### src/rtl/cfgwin_pkg.sv
// Package: shared types and constants for the configuration window decoder.
// Assumes the standard 28-bit offset layout of a 256-bus configuration window.
package cfgwin_pkg;

    // Length selector held in register bits 2:1; the order is behavioural.
    typedef enum logic [1:0] {
        LEN_256M = 2'b00,
        LEN_128M = 2'b01,
        LEN_64M  = 2'b10,
        LEN_RSVD = 2'b11
    } win_len_e;

    localparam int OFS_BITS    = 28;
    localparam int MIN_LOW_BIT = 26;
    localparam int REG_BYTES   = 8;
    localparam int BUS_W       = 8;
    localparam int DEV_W       = 5;
    localparam int FUNC_W      = 3;
    localparam int REGNO_W     = 12;

    // Decoded location inside the window.
    typedef struct packed {
        logic [BUS_W-1:0]   bus;
        logic [DEV_W-1:0]   dev;
        logic [FUNC_W-1:0]  func;
        logic [REGNO_W-1:0] regno;
    } cfg_loc_t;

    // Lowest base bit kept for a length code (reserved maps to the widest).
    function automatic int low_bit(win_len_e len);
        case (len)
            LEN_128M: return 27;
            LEN_64M:  return 26;
            default:  return 28;
        endcase
    endfunction

endpackage

### src/rtl/cfgwin_regbank.sv
// Module: byte-lane storage of the 64-bit window register.
// Maps each of the eight register bytes onto a config port word and lane,
// masks reserved bits on write and flags that a recompute is due.
// Assumes REG_OFS is 8-byte aligned and PORT_BYTES is a power of two <= 8.
module cfgwin_regbank
    import cfgwin_pkg::*;
#(
    parameter int          ADDR_W     = 40,
    parameter int          CFG_AW     = 12,
    parameter int          PORT_BYTES = 4,
    parameter int          REG_OFS    = 'h60,
    parameter logic [63:0] RST_BASE   = 64'h0000_0000_B000_0000
) (
    input  logic                    clk,
    input  logic                    rst_n,
    input  logic                    wr_en,
    input  logic [CFG_AW-1:0]       addr,
    input  logic [PORT_BYTES-1:0]   be,
    input  logic [8*PORT_BYTES-1:0] wdata,
    output logic [8*PORT_BYTES-1:0] rdata,
    output logic [ADDR_W-1:0]       raw_win,
    output logic                    upd
);
    localparam int LANE_AW = (PORT_BYTES > 1) ? $clog2(PORT_BYTES) : 0;
    localparam int WORD_W  = CFG_AW - LANE_AW;
    localparam logic [63:0] ADDR_MASK = (ADDR_W >= 64) ? '1 : ((64'd1 << ADDR_W) - 64'd1);
    localparam logic [63:0] WMASK = (ADDR_MASK & ~((64'd1 << MIN_LOW_BIT) - 64'd1)) | 64'h7;
    localparam logic [63:0] RST_RAW = (RST_BASE & WMASK & ~64'h7) | 64'h1;

    logic [63:0]          raw_q;
    logic [63:0]          raw_nxt;
    logic [REG_BYTES-1:0] sel;
    logic [REG_BYTES-1:0] wr_byte;

    for (genvar k = 0; k < REG_BYTES; k++) begin : g_byte
        localparam int                 BA = REG_OFS + k;
        localparam int                 LN = BA % PORT_BYTES;
        localparam logic [WORD_W-1:0]  WD = WORD_W'(BA >> LANE_AW);
        assign sel[k]      = (addr[CFG_AW-1:LANE_AW] == WD);
        assign wr_byte[k]  = wr_en && sel[k] && be[LN];
        assign raw_nxt[8*k +: 8] = wr_byte[k] ? (wdata[8*LN +: 8] & WMASK[8*k +: 8])
                                              : raw_q[8*k +: 8];
    end

    // Store the register and note that a recompute is due.
    always_ff @(posedge clk) begin
        if (!rst_n) begin
            raw_q <= RST_RAW;
            upd   <= 1'b0;
        end else begin
            raw_q <= raw_nxt;
            upd   <= |wr_byte;
        end
    end

    // Return the register bytes that live in the addressed port word.
    always_comb begin
        rdata = '0;
        for (int k = 0; k < REG_BYTES; k++) begin
            if (sel[k]) rdata[8*((REG_OFS + k) % PORT_BYTES) +: 8] = raw_q[8*k +: 8];
        end
    end

    assign raw_win = raw_q[ADDR_W-1:0];

    // with no write strobe the stored register does not move.
    a_r2_no_write_hold: assert property (@(posedge clk) disable iff (!rst_n)
        !wr_en |=> $stable(raw_q));

endmodule

### src/rtl/cfgwin_decode.sv
// Module: turns the raw register into the decoded window state.
// Recomputes only when the register bank reports a write; a reserved length
// code raises a sticky error and blocks the window while the last valid
// base and length are kept. Assumes RST_BASE is 256 MB aligned.
module cfgwin_decode
    import cfgwin_pkg::*;
#(
    parameter int          ADDR_W   = 40,
    parameter logic [63:0] RST_BASE = 64'h0000_0000_B000_0000
) (
    input  logic              clk,
    input  logic              rst_n,
    input  logic              upd,
    input  logic [ADDR_W-1:0] raw,
    output logic              win_en,
    output logic [ADDR_W-1:0] win_base,
    output win_len_e          win_len,
    output logic              len_err
);
    win_len_e code;

    // Base bits kept for a given length.
    function automatic logic [ADDR_W-1:0] base_mask(win_len_e len);
        logic [ADDR_W-1:0] m;
        m = '1;
        return m << low_bit(len);
    endfunction

    assign code = win_len_e'(raw[2:1]);

    // Recompute the window on a register update.
    always_ff @(posedge clk) begin
        if (!rst_n) begin
            win_en   <= 1'b1;
            win_base <= RST_BASE[ADDR_W-1:0] & base_mask(LEN_256M);
            win_len  <= LEN_256M;
            len_err  <= 1'b0;
        end else if (upd) begin
            if (code == LEN_RSVD) begin
                len_err <= 1'b1;
                win_en  <= 1'b0;
            end else begin
                len_err  <= 1'b0;
                win_en   <= raw[0];
                win_len  <= code;
                win_base <= raw & base_mask(code);
            end
        end
    end

    // without a pending update the decoded window is frozen.
    a_r3_hold_between_updates: assert property (@(posedge clk) disable iff (!rst_n)
        !upd |=> ($stable(win_en) && $stable(win_base) && $stable(win_len) && $stable(len_err)));

endmodule

### src/rtl/cfgwin_match.sv
// Module: compares an address to the decoded window and splits the offset.
// Purely combinational; the offset is cut to the window size so the bus
// number cannot exceed what the selected length reaches.
module cfgwin_match
    import cfgwin_pkg::*;
#(
    parameter int ADDR_W = 40
) (
    input  logic              acc_valid,
    input  logic [ADDR_W-1:0] acc_addr,
    input  logic              win_en,
    input  logic [ADDR_W-1:0] win_base,
    input  win_len_e          win_len,
    output logic              hit,
    output cfg_loc_t          loc
);
    int                  lb;
    logic [ADDR_W-1:0]   cmp_mask;
    logic [OFS_BITS-1:0] ofs;

    // Match the kept base bits and cut the offset to the window.
    always_comb begin
        lb       = low_bit(win_len);
        cmp_mask = '1;
        cmp_mask = cmp_mask << lb;
        hit      = acc_valid && win_en && ((acc_addr & cmp_mask) == win_base);
        ofs      = acc_addr[OFS_BITS-1:0] & ((OFS_BITS'(1) << lb) - OFS_BITS'(1));
        loc      = '0;
        if (hit) loc = ofs;
    end

endmodule

### src/rtl/cfgwin_decoder.sv
// Module: top of the configuration window decoder.
// Chains the byte-lane register bank, the window decode stage and the
// address matcher. Assumes ADDR_W is between 29 and 64.
module cfgwin_decoder
    import cfgwin_pkg::*;
#(
    parameter int          ADDR_W     = 40,
    parameter int          CFG_AW     = 12,
    parameter int          PORT_BYTES = 4,
    parameter int          REG_OFS    = 'h60,
    parameter logic [63:0] RST_BASE   = 64'h0000_0000_B000_0000
) (
    input  logic                    clk,
    input  logic                    rst_n,
    input  logic                    cfg_wr_en,
    input  logic [CFG_AW-1:0]       cfg_addr,
    input  logic [PORT_BYTES-1:0]   cfg_be,
    input  logic [8*PORT_BYTES-1:0] cfg_wdata,
    output logic [8*PORT_BYTES-1:0] cfg_rdata,
    input  logic                    acc_valid,
    input  logic [ADDR_W-1:0]       acc_addr,
    output logic                    win_en,
    output logic [ADDR_W-1:0]       win_base,
    output logic [1:0]              win_len,
    output logic                    len_err,
    output logic                    hit,
    output logic [7:0]              hit_bus,
    output logic [4:0]              hit_dev,
    output logic [2:0]              hit_func,
    output logic [11:0]             hit_reg
);
    logic [ADDR_W-1:0] raw_win;
    logic              upd;
    win_len_e          len_q;
    cfg_loc_t          loc;

    cfgwin_regbank #(
        .ADDR_W(ADDR_W), .CFG_AW(CFG_AW), .PORT_BYTES(PORT_BYTES),
        .REG_OFS(REG_OFS), .RST_BASE(RST_BASE)
    ) u_bank (
        .clk(clk), .rst_n(rst_n), .wr_en(cfg_wr_en), .addr(cfg_addr),
        .be(cfg_be), .wdata(cfg_wdata), .rdata(cfg_rdata),
        .raw_win(raw_win), .upd(upd)
    );

    cfgwin_decode #(.ADDR_W(ADDR_W), .RST_BASE(RST_BASE)) u_dec (
        .clk(clk), .rst_n(rst_n), .upd(upd), .raw(raw_win),
        .win_en(win_en), .win_base(win_base), .win_len(len_q), .len_err(len_err)
    );

    cfgwin_match #(.ADDR_W(ADDR_W)) u_match (
        .acc_valid(acc_valid), .acc_addr(acc_addr), .win_en(win_en),
        .win_base(win_base), .win_len(len_q), .hit(hit), .loc(loc)
    );

    assign win_len  = len_q;
    assign hit_bus  = loc.bus;
    assign hit_dev  = loc.dev;
    assign hit_func = loc.func;
    assign hit_reg  = loc.regno;

    // a disabled window never reports a hit.
    a_r5_off_no_hit: assert property (@(posedge clk) disable iff (!rst_n)
        !win_en |-> !hit);

    // a pending reserved-length error blocks every hit.
    a_r6_err_no_hit: assert property (@(posedge clk) disable iff (!rst_n)
        len_err |-> !hit);

    // a hit needs a valid access.
    a_r7_hit_needs_valid: assert property (@(posedge clk) disable iff (!rst_n)
        hit |-> acc_valid);

    // fields stay zero without a hit.
    a_r8_idle_fields_zero: assert property (@(posedge clk) disable iff (!rst_n)
        !hit |-> (hit_bus == '0 && hit_dev == '0 && hit_func == '0 && hit_reg == '0));

endmodule

### config.mk
export PLATFORM = sky130hd
export DESIGN_NAME = cfgwin_decoder
export DESIGN_NICKNAME = d
export VERILOG_FILES = /design/src/rtl/cfgwin_pkg.sv /design/src/rtl/cfgwin_regbank.sv /design/src/rtl/cfgwin_decode.sv /design/src/rtl/cfgwin_match.sv /design/src/rtl/cfgwin_decoder.sv
export SDC_FILE = /design/constraint.sdc
export NUM_CORES = 1
export LEC_CHECK = 0
export CAP_MARGIN = 20
export CORE_AREA = 2 2 77 79
export CTS_CLUSTER_SIZE = 24
export DETAILED_ROUTE_END_ITERATION = 8
export DIE_AREA = 0 0 79 81
export DONT_BUFFER_PORTS = 1
export PLACE_DENSITY = 0.63
export SYNTH_ARGS = -nofsm -noshare
export SYNTH_HDL_FRONTEND = slang
export SYNTH_HIERARCHICAL = 1
export SYNTH_SLANG_ARGS = --single-unit
### constraint.sdc
create_clock -name clk -period 4.77 [get_ports clk]
set_clock_uncertainty 0.2 [all_clocks]
set_input_delay 0.954 -clock clk [delete_from_list [all_inputs] [get_ports clk]]
set_output_delay 0.954 -clock clk [all_outputs]
set_load 0.1 [all_outputs]
* Word level (Yosys, flattened, before mapping) *
Cells that the tools add are included.

storage, ports and cells
  register bits after elaboration = 62
  bits in latches = 0
  memory bits (writable) = 0
  memory bits (read-only) = 0
  bits of input ports = 92
  output and inout port bits = 105
  logic and storage cells = 50
  memories kept = 0

operators by class
  $add $sub $neg = 1
  multipliers = 0
  div/mod/pow operators = 0
  $lt $le $gt $ge = 0
  equal/unequal tests = 8
  shifts and indexed selects = 3
  mux-type cells = 12
  bitwise logic cells = 4
  reduce and logical (&&, ||, !) cells = 14

operators with widths
  kind                                                                   number
  32-bit 2-to-1 mux                                                      3
  40-bit bitwise AND                                                     2
  40-bit == test                                                         1
  40-bit by 32-bit left shift with 40-bit output (first input constant)  1
  40-bit by 5-bit left shift with 40-bit output (first input constant)   1
  28-bit bitwise AND                                                     1
  28-bit 2-to-1 mux                                                      1
  1-bit by 5-bit left shift with 28-bit output (first input constant)    1
  28-bit by 1-bit subtractor with 28-bit output (second input constant)  1
  8-bit 2-to-1 mux                                                       3
  10-bit by 5-bit == test with 1-bit output (second input constant)      2
  1-bit logical AND                                                      12
  3-bit one-hot mux with 2 select lines                                  2
  8-bit OR reduction                                                     1
  2-bit == test (second input constant)                                  3
  2-bit by 1-bit == test with 1-bit output (second input constant)       2
  3-bit 2-to-1 mux                                                       1
  1-bit 2-to-1 mux                                                       2
  2-bit AND reduction                                                    1
  1-bit NOT                                                              1

* Depth between registers and ports, before layout *
Gate-level depths: netlist of run 1.

  depth in word-level cells = 7
  gate-level depth with buffers = 8
  depth with buffers taken out = 6

* Cells and area by module *
Netlist of run 1, hierarchy kept.

modules (own cells, without submodules)
  module          times used  cells each  area an instance (um2)  sequential area each (um2)
  cfgwin_regbank  1           146         1247.4                  360.3
  cfgwin_decode   1           113         985.9                   380.4
  cfgwin_match    1           101         653.1                   0.0

* Worst setup path before layout of run 1 *
OpenSTA, ideal clock, no wires.

  kind = reg-to-output
  start point = reg u_dec.win_len[0]
  end point = out hit_bus[1]
  arrival time = 4.173 ns
  required time = 3.616 ns
  slack = -0.557 ns
  cell stages (with the launch flop) = 8
  buffers on the path = 1
  path through = dfxtp_1 > inv_1 > ha_1 > nand2_1 > o2111ai_1 > or4_4 > buf_2 > nor3_1

between the ends
  longest elaborated chain between the ends = 7
  elaborated cells between the ends (all ways) = 11
  classes of those cells = add/sub: 1; eq/ne: 3; shift: 2; mux: 2; bitwise: 2; reduce/logical: 1

ends and longest elaborated chain
  what                                                                                   RTL line              source
  from (decl)                                                                            cfgwin_decode.sv:17   output win_len_e win_len,
  from (signal assigned)                                                                 cfgwin_decode.sv:45   win_len <= code;
  2-bit == test / 2-bit by 1-bit == test with 1-bit output (equally long branches)       cfgwin_pkg.sv:31      case (len)
  3-bit one-hot mux with 2 select lines (*)                                              cfgwin_pkg.sv:31
  branches (longest 4 deep; another with 28-bit by 1-bit subtractor with 28-bit output)  --
  28-bit 2-to-1 mux (*)                                                                  cfgwin_match.sv:29    if (hit) loc = ofs;
  to (decl)                                                                              cfgwin_decoder.sv:27  output logic [7:0] hit_bus,

Every way passes the cells marked *.

* Final worst setup path of run 1 *
  start point = in cfg_addr[11]
  end point = out cfg_rdata[28]

between the ends
  longest elaborated chain between the ends = 3
  elaborated cells between the ends (all ways) = 4
  classes of those cells = eq/ne: 2; mux: 2

ends and longest elaborated chain
  what                                       RTL line              source
  from (decl)                                cfgwin_decoder.sv:16  input logic [CFG_AW-1:0] cfg_addr,
  10-bit by 5-bit == test with 1-bit output  cfgwin_regbank.sv:39  assign sel[k] = (addr[CFG_AW-1:LANE_AW] == WD);
  8-bit 2-to-1 mux                           cfgwin_regbank.sv:60  if (sel[k]) rdata[8*((REG_OFS + k) % PORT_BYTES) +: 8] = raw_q[8*k +: 8];
  8-bit 2-to-1 mux (*)                       cfgwin_regbank.sv:60
  to (decl)                                  cfgwin_decoder.sv:19  output logic [8*PORT_BYTES-1:0] cfg_rdata,

Mark *: on every way between the ends. The rest lies on a longest branch, timed or not.

==> flow_summary.json, run 1 <==
{
  "status": "finished clean",
  "drc": 0,
  "finalMaxSlewViolations": 0,
  "dieWidth_um": 79,
  "syn2layout_area_growth_pct": 29.23,
  "hold_violations": 0,
  "die_h_um": 81,
  "crit_fanout": 6,
  "wl_per_cell_um": 15.03,
  "std_cell_rows": 28,
  "path_class": "in2out",
  "htreeDepth": 2,
  "clockRootBuffer": "clkbuf_8",
  "setup_viol": 0,
  "fmax_ghz": 0.2471,
  "preCtsSetupSlack_ns": 0.6975,
  "antenna_found_initial": 0,
  "post_cts_resized": 0,
  "fin_crit_sh_pct": 84.85,
  "cts_tree": "built",
  "leakage_nw": 1.569,
  "drtPass1Iterations": 4,
  "grt_max_degree": 54,
  "clkTransAtPathRegs_ns": 0.08,
  "design_area_um2": 3507,
  "num_vias": 2354,
  "period_needed_ns": 4.047,
  "antenna_cells": 0,
  "numClockSinks": 37,
  "setup_slack_ns": 0.7228,
  "drive_gt1_share_pct": 30.29,
  "worst_ir_drop_vdd_mv": 0.1779,
  "cap_violations": 0,
  "syn_area_per_cell_um2": 8.053,
  "cts_buffers": 5,
  "grt.total_usage_pct": 20.45,
  "io_pins": 197,
  "arrival_ns": 2.89,
  "startpoint_type": "primary input",
  "globalplace.congestion": 0.7609,
  "end_kind": "output pin",
  "crit_required_ns": 3.62,
  "gr-total-overflow": 0,
  "initial_core_util_pct": 47.82,
  "cts_buffer_depth": 2,
  "slew_headroom_pct": 33.58,
  "worstMarginPinSlew_ns": 0.9950,
  "dp_hpwl_um": 5521,
  "postSynthCellCount": 337,
  "portBuffers": 0,
  "drt-initial-drc-count": 71,
  "placed_cell_area_um2": 3387,
  "stdcell_count": 458,
  "cts_setup_buffers": 0,
  "wl_um": 6885,
  "core_area_um2": 5675,
  "netlist_area_um2": 2714,
  "die_area_um2": 6399,
  "grt_setup_unrepaired": "no",
  "ys.warnings.count": 6,
  "holdBufCountCts": 0,
  "r2r_slack_ns": 2.96,
  "clk_latency_ns": 0.29,
  "grt_pass1_vias": 2067,
  "p_per_area_nw_per_um2": 219.7,
  "hp-class": "reg2reg",
  "dp.cells": 450,
  "postRouteAntennaNets": 0,
  "nNetsFinal": 478,
  "grt_first_pass_wirelength_um": 10430,
  "vias_per_cell": 5.140
}
[flip-flops by register name, summed over array words and instances, names as in the netlist]
| register | count |
|---|---|
| u_dec/len_err | 1 |
| u_dec/win_len | 2 |
| u_bank/raw_q | 17 |
| u_dec/win_base | 15 |
| u_dec/win_en | 1 |
| u_bank/upd | 1 |
[worst max-delay path, cell delays in order]
cell    delay, ns
or4b_1       0.69
nor4_1       0.71
and2_1       0.24
buf_4        0.29
[final cells by class]
type | count | area [um2]
flip-flops and latches | 37 | 740.7
clock inverters | 2 | 37.54
well taps | 75 | 93.84
clock buffers | 6 | 82.58
fillers | 526 | 2168
inverters | 3 | 11.26
repair buffers | 64 | 655.6
multi-input cells | 271 | 1886
[path summary, 6_finish.rpt]
check,startpoint,end,cells past startpoint
worst max-delay path,cfg_addr[11],cfg_rdata[28],4
worst max register to register,u_bank/raw_q[2],u_dec/win_base[38],4
worst min register to register,u_bank/raw_q[35],u_bank/raw_q[35],2
worst min-delay path,u_bank/raw_q[35],u_bank/raw_q[35],2
[cell usage in the layout (no fill, tap or decap), drive strengths merged]
master    instances
a21boi           12
or3               1
nand4             4
bufinv            1
inv               3
nand4b            1
nand3b            3
dfxtp            37
a21oi             1
mux2i            21
and2b             2
o2111ai           1
clkinvlp          1
and2              6
xnor2             5
nand2b            1
nor2              4
xor2              8
buf              54
and3              6
a2111oi           1
and4              1
nor4             11
nand2            58
clkbuf           16
nor3             32
nand3            32
or4               1
ha                4
nor2b            10
or4b              2
conb             43
[layer usage]
| metal | vias up | track usage (%) | routed length, um |
|---|---|---|---|
| li1 | 1164 | - | - |
| met1 | 1066 | 22.82 | 2563 |
| met2 | 117 | 39.41 | 3687 |
| met3 | 7 | 4.667 | 581 |
| met4 | 0 | 4.655 | 51 |
| met5 | - | 0 | 0 |
[metrics by stage]
| step | total power, mW | setup TNS [ns] | util [%] | hold WS (ns) |
|---|---|---|---|---|
| 2_1_floorplan | 0.5203 | -5.569 | - | 0.2413 |
| 3_3_place_gp | 0.4913 | 0 | 59.68 | 0.2540 |
| 3_5_place_dp | 0.4921 | 0 | 59.68 | 0.2695 |
| 4_1_cts | 0.7723 | 0 | 61.79 | 0.2820 |
| 5_1_grt | 0.7941 | 0 | 61.79 | 0.2957 |
| 6_report | 0.7704 | 0 | 61.79 | 0.2834 |
[power breakdown]
group	switching, mW	leakage [nW]	total (mW)	internal (mW)
combinational	0.166	1.21	0.178	0.0128
clock	0.113	0.0574	0.283	0.170
sequential	0.0000395	0.298	0.309	0.309
No activity file was read; power rests on OpenSTA's default activity.
==> run 2, diff against run 1 <==
Clock period 4.77 ns to 4.1 ns, I/O delays scaled along.
==> flow_summary.json, run 2 (synthesized netlist as in run 1, its figures left out) <==
{
  "cts_buffers": 5,
  "multi_input_area_um2": 1948,
  "dp_hpwl_um": 5811,
  "cts_setup_buffers": 0,
  "die_area_um2": 6399,
  "p_total_mw": 0.8122,
  "cts_tree": "built",
  "dieWidth_um": 79,
  "final_util_pct": 67.11,
  "cap_violations": 0,
  "grt_max_degree": 54,
  "fin_crit_sh_pct": 87.34,
  "hp-class": "reg2reg",
  "startpoint_type": "primary input",
  "drive_gt1_share_pct": 30.55,
  "crit_fanout": 29,
  "grt.total_usage_pct": 21.08,
  "vias_per_cell": 5.127,
  "core_area_um2": 5675,
  "setup_viol": 0,
  "crit_slowest_cell": "or4_4",
  "cts_buffer_depth": 2,
  "syn2layout_area_growth_pct": 40.34,
  "final_cell_mix": "58 x nand2_1, 43 x conb_1, 35 x buf_12, 35 x dfxtp_1, 32 x nand3_1",
  "p_per_area_nw_per_um2": 213.2,
  "grt_first_pass_wirelength_um": 10670,
  "fillCellCount": 471,
  "largest_reg_flops": 17,
  "clk_latency_ns": 0.28,
  "hold_violations": 0,
  "status": "finished clean",
  "layout_commonest_cell": "nand2_1",
  "max_stage_delay_ns": 0.92,
  "arrival_ns": 2.56,
  "grt_setup_unrepaired": "no",
  "numClockSinks": 37,
  "ff_latch_area_um2": 743.2,
  "num_vias": 2348,
  "portBuffers": 0,
  "io_pins": 197,
  "antenna_found_initial": 0,
  "drt-initial-drc-count": 70,
  "clockRootBuffer": "clkbuf_8",
  "drtPass1Iterations": 4,
  "worst_ir_drop_vdd_mv": 0.2419,
  "fmax_ghz": 0.2793,
  "leakage_nw": 1.771,
  "grt_util_met3_pct": 5.556,
  "antenna_cells": 0,
  "nNetsFinal": 479,
  "end_kind": "output pin",
  "htreeDepth": 2,
  "clkTransAtPathRegs_ns": 0.06,
  "busiest_layer": "met2",
  "crit_required_ns": 3.08,
  "postRouteAntennaNets": 0,
  "gr-total-overflow": 0,
  "top_regs": "u_bank/raw_q: 17 flops, u_dec/win_base: 15 flops, u_dec/win_len: 2 flops",
  "grtUsageMet2_pct": 40.76,
  "grt.met1_usage_pct": 23.44,
  "initial_core_util_pct": 47.82,
  "wl_per_cell_um": 15.38,
  "period_needed_ns": 3.581,
  "globalplace.congestion": 0.7467,
  "post_cts_resized": 0,
  "finalMaxSlewViolations": 0,
  "path_cells": "xnor2_1 > nand4_1 > or4_4 > nor3_4 > buf_12",
  "slew_headroom_pct": 34.16,
  "largest_register": "u_bank/raw_q",
  "worstMarginPinSlew_ns": 0.9862,
  "wl_um": 7042,
  "grt_pass1_vias": 2211,
  "drc": 0,
  "path_class": "in2out",
  "die_h_um": 81,
  "holdBufCountCts": 0,
  "std_cell_rows": 28
}
run 2: area by class of cell:
cell class	count	area share, %
multi-input cells	271	51.15
repair buffers	65	24.31
flip-flops and latches	37	19.51
well taps	75	2.464
clock buffers	7	2.267
inverters	3	0.2957
run 2: path summary, 6_finish.rpt:
path / startpoint / to / slack, ns / cells after the start
min reg2reg: u_bank/raw_q[35] / u_bank/raw_q[35] / 0.28 / 2
min: u_bank/raw_q[35] / u_bank/raw_q[35] / 0.28 / 2
max reg2reg: u_bank/raw_q[2] / u_dec/win_base[36] / 2.32 / 4
max: acc_addr[31] / hit_dev[3] / 0.52 / 5
run 2: worst max-delay path, delay by kind of cell:
kind	cells	cell delay, ns
xor gates and xnor gates	1	0.11
and+or+nand+nor	3	1.40
buffers and inverters	1	0.21
run 2: layer usage:
| metal | routed length, um | share of wire (%) |
|---|---|---|
| met1 | 2613 | 37 |
| met2 | 3801 | 54 |
| met3 | 584 | 8.3 |
| met4 | 42 | 0.60 |
| met5 | 0 | 0 |
run 2: through the flow:
stage	setup TNS [ns]	hold WS (ns)	instances	area (um2)	setup slack, ns
CTS	0	0.2798	458	3809	0.4933
detailed placement	0	0.2713	451	3722	0.4896
floorplan	-2.813	0.2413	378	3048	-0.1901
finish	0	0.2784	458	3809	0.5191
global placement	0	0.2567	451	3722	0.5289
global route	0	0.3031	458	3809	0.4198
run 2: power breakdown:
group / switching [mW] / internal, mW
Clock: 0.112 / 0.133
Combinational: 0.192 / 0.0150
Sequential: 0.0000468 / 0.359
==> run 3, diff against run 2 <==
Settings changed: GPL_TIMING_DRIVEN set to 0.
==> flow_summary.json, run 3 (synthesized netlist as in run 1, its figures left out) <==
{
  "stdcell_count": 465,
  "p_seq_share_pct": 41.8,
  "vias_per_cell": 4.972,
  "clkTransAtPathRegs_ns": 0.07,
  "antenna_found_initial": 0,
  "grt_max_degree": 12,
  "cts_buffer_depth": 2,
  "crit_fanout": 10,
  "initial_core_util_pct": 47.82,
  "tns_ns": 0,
  "num_vias": 2312,
  "crit_slowest_cell": "nor3_4",
  "grt_setup_unrepaired": "no",
  "hp-class": "reg2reg",
  "die_h_um": 81,
  "leakage_nw": 1.686,
  "grt_first_pass_wirelength_um": 10050,
  "dp_hpwl_um": 5566,
  "grtUsageMet2_pct": 35.76,
  "wl_per_cell_um": 14.35,
  "largest_register": "u_bank/raw_q",
  "largest_reg_flops": 17,
  "cts_tree": "built",
  "finalMaxSlewViolations": 0,
  "grt.total_usage_pct": 19.79,
  "final_cell_mix": "58 x nand2_1, 54 x buf_4, 43 x conb_1",
  "nNetsFinal": 485,
  "grt.met1_usage_pct": 23.59,
  "cap_violations": 0,
  "worstMarginPinSlew_ns": 1.071,
  "portBuffers": 0,
  "drive_gt1_share_pct": 34.87,
  "postRouteAntennaNets": 0,
  "layout_commonest_cell": "nand2_1",
  "slew_headroom_pct": 28.51,
  "setup_viol": 0,
  "placed_cell_area_um2": 3248,
  "syn2layout_area_growth_pct": 26.83,
  "path_class": "reg2out",
  "cts_buffers": 5,
  "arrival_ns": 2.96,
  "startpoint_type": "register",
  "dp.cells": 453,
  "p_int_mw": 0.5173,
  "combPwrFrac_pct": 29.8,
  "dieWidth_um": 79,
  "design_area_um2": 3442,
  "std_cell_rows": 28,
  "status": "finished clean",
  "io_pins": 197,
  "hold_violations": 0,
  "period_needed_ns": 3.982,
  "clk_latency_ns": 0.29,
  "final_util_pct": 60.65,
  "reg2reg_from": "u_bank/raw_q[2]",
  "fin_crit_sh_pct": 97.12,
  "gr-total-overflow": 0,
  "worst_ir_drop_vdd_mv": 0.2142,
  "drc": 0,
  "drtPass1Iterations": 4,
  "max_stage_delay_ns": 0.85,
  "numClockSinks": 37,
  "core_area_um2": 5675,
  "fmax_ghz": 0.2511,
  "wl_um": 6675,
  "grt_util_met3_pct": 5.444,
  "power.switching_mw": 0.3296,
  "crit_required_ns": 3.08,
  "clockRootBuffer": "clkbuf_8",
  "busiest_layer": "met2",
  "grt_pass1_vias": 2017,
  "switching_share_pct": 38.92,
  "drt-initial-drc-count": 50,
  "worstHoldStart": "u_bank/raw_q[27]",
  "p_per_area_nw_per_um2": 246.0,
  "path_cells": "inv_1 > ha_1 > nand2_1 > o2111ai_1 > or4_4 > clkbuf_4 > nor3_4",
  "htreeDepth": 2,
  "die_area_um2": 6399,
  "power_frac_clock_pct": 28.4,
  "startpoint": "u_dec/win_len[0]",
  "antenna_cells": 0,
  "end_kind": "output pin",
  "top_regs": "u_bank/raw_q: 17 flops, u_dec/win_base: 15 flops, u_dec/win_len: 2 flops",
  "globalplace.congestion": 0.7809,
  "holdBufCountCts": 0
}
run 3: cell types whose count changed in the layout (fill, tap and decap cells not counted), sizes merged:
| cell | delta |
|---|---|
| buf | -4 |
| clkinv | +2 |
| clkbuf | +9 |
run 3: cell type report:
| class | count | area, um2 |
|---|---|---|
| Timing Repair Buffer | 6 | 45.04 |
| Inverter | 3 | 11.26 |
| Tap cell | 75 | 93.84 |
| Clock buffer | 6 | 72.57 |
| Multi-Input combinational cell | 271 | 1951 |
| Buffer | 65 | 478.0 |
| Clock inverter | 2 | 10.01 |
| Sequential cell | 37 | 780.7 |
| Fill cell | 523 | 2233 |
run 3: timing repair:
action                     CTS  global route
setup endpoints to repair   29            26
hold endpoints to repair     0             0
pin swaps                   20            13
gates resized for setup     28            15
buffers inserted             0             6
run 3: path summary, 6_finish.rpt:
| check | end | slack, ns | cells past startpoint |
|---|---|---|---|
| max | hit_reg[5] | 0.12 | 7 |
| min | u_bank/raw_q[27] | 0.28 | 2 |
| max reg2reg | u_dec/win_en | 2.46 | 6 |
| min reg2reg | u_bank/raw_q[27] | 0.28 | 2 |
run 3: per-stage QoR:
stage          worst slack, ns  hold slack, ns  power, mW
6_report                0.1180          0.2787     0.8468
5_1_grt               0.007800          0.3001     0.8758
4_1_cts               0.003086          0.2763     0.8479
3_5_place_dp           -0.2404          0.2655     0.6148
3_3_place_gp           -0.3883          0.2577     0.6138
2_1_floorplan          -0.1901          0.2413     0.6059
run 3: power groups by stage:
stage	clock network [mW]	registers (mW)	logic, mW
4_1_cts	0.246	0.355	0.247
5_1_grt	0.261	0.354	0.261
3_3_place_gp	0	0.368	0.246
2_1_floorplan	0	0.368	0.238
3_5_place_dp	0	0.368	0.247
6_report	0.241	0.354	0.252
run 3: worst max-delay path: cells and delay by family (launching register included):
family	cells	cell delay, ns
adders and majority gates	1	0.21
AOI/OAI and AO/OA	1	0.12
and+or+nand+nor	3	1.43
buffers and inverters	2	0.36
DFF	1	0.54
run 3: layer usage:
metal,up-vias,part of all wire (%)
li1,1172,-
met1,1036,40
met2,100,52
met3,4,8.4
met4,0,0.51
met5,-,0
